### config.mk
export PLATFORM = sky130hd
export DESIGN_NAME = qbp_port
export DESIGN_NICKNAME = d
export VERILOG_FILES = /design/src/rtl/qbp_pkg.sv /design/src/rtl/qbp_sync.sv /design/src/rtl/qbp_pin_cell.sv /design/src/rtl/qbp_port.sv
export SDC_FILE = /design/constraint.sdc
export NUM_CORES = 1
export LEC_CHECK = 0
export ABC_AREA = 1
export CAP_MARGIN = 25
export CORE_MARGIN = 3
export CORE_UTILIZATION = 36
export CTS_CLUSTER_SIZE = 14
export DETAILED_ROUTE_END_ITERATION = 10
export PLACE_DENSITY_LB_ADDON = 0.08
export SLEW_MARGIN = 15
export SYNTH_ARGS = -nofsm -noshare
export SYNTH_HDL_FRONTEND = slang
export SYNTH_SLANG_ARGS = --single-unit
export TNS_END_PERCENT = 30
### constraint.sdc
create_clock -name clk -period 1.1 [get_ports clk]
set_input_delay 0.33 -clock clk [delete_from_list [all_inputs] [get_ports clk]]
set_output_delay 0.33 -clock clk [all_outputs]
set_load 0.01 [all_outputs]
### src/rtl/qbp_pkg.sv
package qbp_pkg;
  typedef enum logic [1:0] {
    DRV_HOLD  = 2'd0,
    DRV_BOOST = 2'd1,
    DRV_SINK  = 2'd2
  } drive_e;
endpackage

### src/rtl/qbp_sync.sv
module qbp_sync #(
  parameter int unsigned WIDTH = 8
) (
  input  logic             clk,
  input  logic             rst,
  input  logic [WIDTH-1:0] d_in,
  output logic [WIDTH-1:0] d_out
);
  logic [WIDTH-1:0] stage1_q;
  logic [WIDTH-1:0] stage2_q;

  always_ff @(posedge clk) begin
    if (rst) begin
      stage1_q <= '1;
      stage2_q <= '1;
    end else begin
      stage1_q <= d_in;
      stage2_q <= stage1_q;
    end
  end

  assign d_out = stage2_q;

  // checker: edges since reset, saturating at 2
  logic [1:0] age_q;
  always_ff @(posedge clk) begin
    if (rst) age_q <= 2'd0;
    else if (age_q != 2'd2) age_q <= age_q + 2'd1;
  end

  a_r8_two_stage_delay: assert property (@(posedge clk) disable iff (rst)
    (age_q == 2'd2) |-> (d_out == $past(d_in, 2)));
endmodule

### src/rtl/qbp_pin_cell.sv
module qbp_pin_cell
  import qbp_pkg::*;
#(
  parameter int unsigned PULSE_CYC = 2
) (
  input  logic clk,
  input  logic rst,
  input  logic wr_en,
  input  logic wr_bit,
  output logic latch_q,
  output logic pd_en,
  output logic spu_en,
  output logic wpu_en
);
  localparam int unsigned CW = $clog2(PULSE_CYC + 1);
  localparam logic [CW-1:0] LOAD = CW'(PULSE_CYC);

  logic [CW-1:0] boost_q;
  logic          boost_live;
  drive_e        drv;

  assign boost_live = (boost_q != '0);

  always_ff @(posedge clk) begin
    if (rst) begin
      latch_q <= 1'b1;
      boost_q <= '0;
    end else if (wr_en) begin
      latch_q <= wr_bit;
      if (!wr_bit)           boost_q <= '0;
      else if (!latch_q)     boost_q <= LOAD;
      else if (boost_live)   boost_q <= boost_q - 1'b1;
    end else if (boost_live) begin
      boost_q <= boost_q - 1'b1;
    end
  end

  always_comb begin
    if (!latch_q)        drv = DRV_SINK;
    else if (boost_live) drv = DRV_BOOST;
    else                 drv = DRV_HOLD;
  end

  assign pd_en  = (drv == DRV_SINK);
  assign spu_en = (drv == DRV_BOOST);
  assign wpu_en = (drv == DRV_HOLD);

  // checker: length of the current boost run
  logic [CW:0] run_q;
  always_ff @(posedge clk) begin
    if (rst)         run_q <= '0;
    else if (spu_en) run_q <= run_q + 1'b1;
    else             run_q <= '0;
  end

  a_r7_one_enable: assert property (@(posedge clk) disable iff (rst)
    $countones({pd_en, spu_en, wpu_en}) == 1);
  a_r2_sink_after_zero: assert property (@(posedge clk) disable iff (rst)
    (wr_en && !wr_bit) |=> (pd_en && !spu_en && !wpu_en));
  a_r3_boost_on_rise: assert property (@(posedge clk) disable iff (rst)
    (wr_en && wr_bit && pd_en) |=> spu_en);
  a_r3_boost_bounded: assert property (@(posedge clk) disable iff (rst)
    spu_en |-> (run_q < (CW+1)'(PULSE_CYC)));
  a_r5_no_pulse_on_steady: assert property (@(posedge clk) disable iff (rst)
    (wr_en && wr_bit && wpu_en) |=> !spu_en);
  a_r4_hold_after_boost: assert property (@(posedge clk) disable iff (rst)
    ($fell(spu_en) && !pd_en) |-> wpu_en);
endmodule

### src/rtl/qbp_port.sv
module qbp_port #(
  parameter int unsigned WIDTH     = 8,
  parameter int unsigned PULSE_CYC = 2
) (
  input  logic             clk,
  input  logic             rst,
  input  logic             wr_valid,
  output logic             wr_ready,
  input  logic [WIDTH-1:0] wr_data,
  input  logic [WIDTH-1:0] pin_in,
  output logic [WIDTH-1:0] pin_rd,
  output logic [WIDTH-1:0] latch_rd,
  output logic [WIDTH-1:0] pd_en,
  output logic [WIDTH-1:0] spu_en,
  output logic [WIDTH-1:0] wpu_en
);
  logic wr_fire;

  assign wr_ready = 1'b1;
  assign wr_fire  = wr_valid & wr_ready;

  for (genvar i = 0; i < WIDTH; i++) begin : g_pin
    qbp_pin_cell #(.PULSE_CYC(PULSE_CYC)) u_cell (
      .clk     (clk),
      .rst     (rst),
      .wr_en   (wr_fire),
      .wr_bit  (wr_data[i]),
      .latch_q (latch_rd[i]),
      .pd_en   (pd_en[i]),
      .spu_en  (spu_en[i]),
      .wpu_en  (wpu_en[i])
    );
  end

  qbp_sync #(.WIDTH(WIDTH)) u_sync (
    .clk   (clk),
    .rst   (rst),
    .d_in  (pin_in),
    .d_out (pin_rd)
  );

  a_r10_idle_keeps_latch: assert property (@(posedge clk) disable iff (rst)
    !wr_valid |=> $stable(latch_rd));
endmodule

==> results.cfg <==
[worst_setup_path]
crit_chain = nor3_2, buf_2
crit_slowest_cell = dfxtp_2
cp_top_family = flip-flops
cp_max_fo = 3
path_depth = 2
crit_start = g_pin[6].u_cell.boost_q[1]$_SDFF_PP0_
worstPathRequired_ns = 0.77
cpPeakStageDelay_ns = 0.35
r2r-start = g_pin[0].u_cell.boost_q[0]$_SDFF_PP0_
cp.arrival_ns = 0.95
reg2reg_depth = 5
cp-end-kind = output port
start_kind = flip-flop
critPathKind = reg -> out
worst-path-buf-inv = 1

[pwr]
cellLeakagePower_nw = 1.27
clkPwrFrac_pct = 36.9
p_comb_share_pct = 15.3
powerDensity_nw_per_um2 = 1250
peakVddDrop_v = 0.000585
p_int_w = 0.00244
seq_power_share_pct = 47.7
switchingPower_w = 0.000758
switching_share_pct = 23.7

[routing]
avgViaCountPerCell = 4.04
dr.first_iter.drc_count = 23
routed_wl_mm = 3.53
drt_pass1_iterations = 4
route.vias.total = 1485
final_antenna_net_count = 0
drc_errors = 0
wl_per_cell_um = 9.58

[finish]
utilization_pct = 53.4
seqCellArea_um2 = 830
fill_cells = 486
multi_input_area_um2 = 649
syn2layout_area_growth_pct = 40.7
diodes = 0
drive_gt1_share_pct = 43.5
fin_nets = 319

[sta]
max_freq_mhz = 780
hold_viol = 0
finalWorstSetupSlack_ns = -0.181
fin_setup_tns_ns = -3.92
final_max_slew_viol_count = 0
skew_ns = 0.00680
setup_viol = 32
fin_crit_ns = 1.28
fin_crit_sh_pct = 116
rsz0062_at_grt = yes

[synth]
yosys-top-cells-area = dfxtp_1, buf_4, nor2_1
syn_area_per_cell_um2 = 7.50
synth_top_area_share_pct = 44.1
synth_ff_type = dfxtp_1
synth_top_area_cell = dfxtp_1
ys_top_cells_by_count = nor2_1, dfxtp_1, nand2_1
synth.distinct_cells = 19
seq_area_frac_synth_pct = 44.1
yosys_warnings = 0
synth_cells = 242
synth-edff-count = 0
synth.ff_latch_count = 40
synthArstFlopShare_pct = 0
synth_area_um2 = 1820
yosysMostFrequentCell = nor2_1
synth.net_count = 261

[flow_run]
drv_cap = 0

[floorplanning]
die_w_um = 77.0
ioPinCount = 60
fp-row-count = 25
die_y_um = 77.0
core_um2 = 4790
die_area_um2 = 5930
initial_core_util_pct = 37.9

[grt]
grt_max_degree = 20
grt_util_all_layers_pct = 12.6
antenna_found_initial = 0
grt_pass1_wl_mm = 6.02
grt_overflow_total = 0
first_global_vias = 1386

[clock_tree]
cts_setup_buffers = 0
numCtsBuffers = 5
cts_tree = done
path_clk_slew_ns = 0.08
clock-root-buffer = clkbuf_8
clock_path_buffers = 2
cts_sinks = 40
h-tree-depth = 2
clock_latency_ns = 0.29

[hold_path]
hold_depth = 1
hold_start = u_sync.stage1_q[1]$_SDFF_PP1_
hold_class = reg -> reg

[placed_design]
preCtsSetupSlack_ns = -0.349
place_congestion = 0.682
portBuffers = 58
dp_hpwl_mm = 2.54

[status]
violations = setup timing
status = finished with violations
cell type report:
class / count / area share (%)
inverters: 26 / 4.12
flip-flops and latches: 40 / 32.5
repair buffers: 90 / 30.3
multi-input cells: 137 / 25.4
clock inverters: 3 / 1.67
well taps: 67 / 3.28
clock buffers: 5 / 2.69
what timing repair did:
action,CTS,global route
pin swaps,3,1
endpoints found under the setup margin,43,49
hold buffers,0,0
resized for setup,211,15
per-layer routing:
layer  vias up  part of all wire, %  track usage, %
met3         4                  6.5            3.76
met1       636                   46            15.4
li1        808                    -               -
met2        37                   46            20.6
met4         0                 0.82            5.34
met5         -                    0               0
cells by family after synthesis:
family	count (synthesis)	synth area share [%]
simple gates	120	28.7
buf+inv	65	22.6
other cells	1	0.207
flops	40	44.1
compound gates	16	4.41
through the flow:
step	hold WS (ns)	instance area, um^2	power, W	instances
after CTS	0.406	2490	0.00323	368
after global routing	0.426	2550	0.00337	368
after global placement	0.385	2450	0.00206	360
after floorplan	0.383	1820	0.00185	242
after detailed placement	0.388	2450	0.00206	360
final	0.405	2550	0.00320	368
registers in the layout, summed over array words and instances (netlist names):
signal	flops
g_pin.u_cell.latch_q	8
u_sync.stage1_q	8
g_pin.u_cell.boost_q	16
u_sync.d_out	8
power by group through the flow:
stage	registers, W	clock network (W)	logic (W)
floorplan	0.00157	0	0.000280
global placement	0.00155	0	0.000511
detailed placement	0.00155	0	0.000511
CTS	0.00153	0.00122	0.000479
global route	0.00153	0.00129	0.000543
finish	0.00153	0.00118	0.000491
path summary, 6_finish.rpt:
kind / to / slack, ns
max: wpu_en[6] / -0.18
min: u_sync.d_out[1]$_SDFF_PP1_ / 0.40
max reg2reg: g_pin[0].u_cell.boost_q[1]$_SDFF_PP0_ / 0.28
min reg2reg: u_sync.d_out[1]$_SDFF_PP1_ / 0.40
cell usage in the layout (no fill, tap or decap):
cell type	n
buf_2	27
o21ai_0	2
inv_8	1
clkdlybuf4s50_1	16
buf_4	20
dfxtp_1	17
inv_1	16
bufinv_16	1
dfxtp_2	23
nor2_1	50
a21oi_1	8
or2_1	12
clkinv_2	1
nand2_1	40
nor2_2	4
nor3_2	8
o21ai_1	6
conb_1	1
clkbuf_8	5
clkinvlp_4	1
buf_6	22
nor2_4	2
buf_12	3
or2_2	4
dlygate4sd2_1	1
inv_2	9
dlymetal6s2s_1	1
Power figures use the tool's default switching activity.
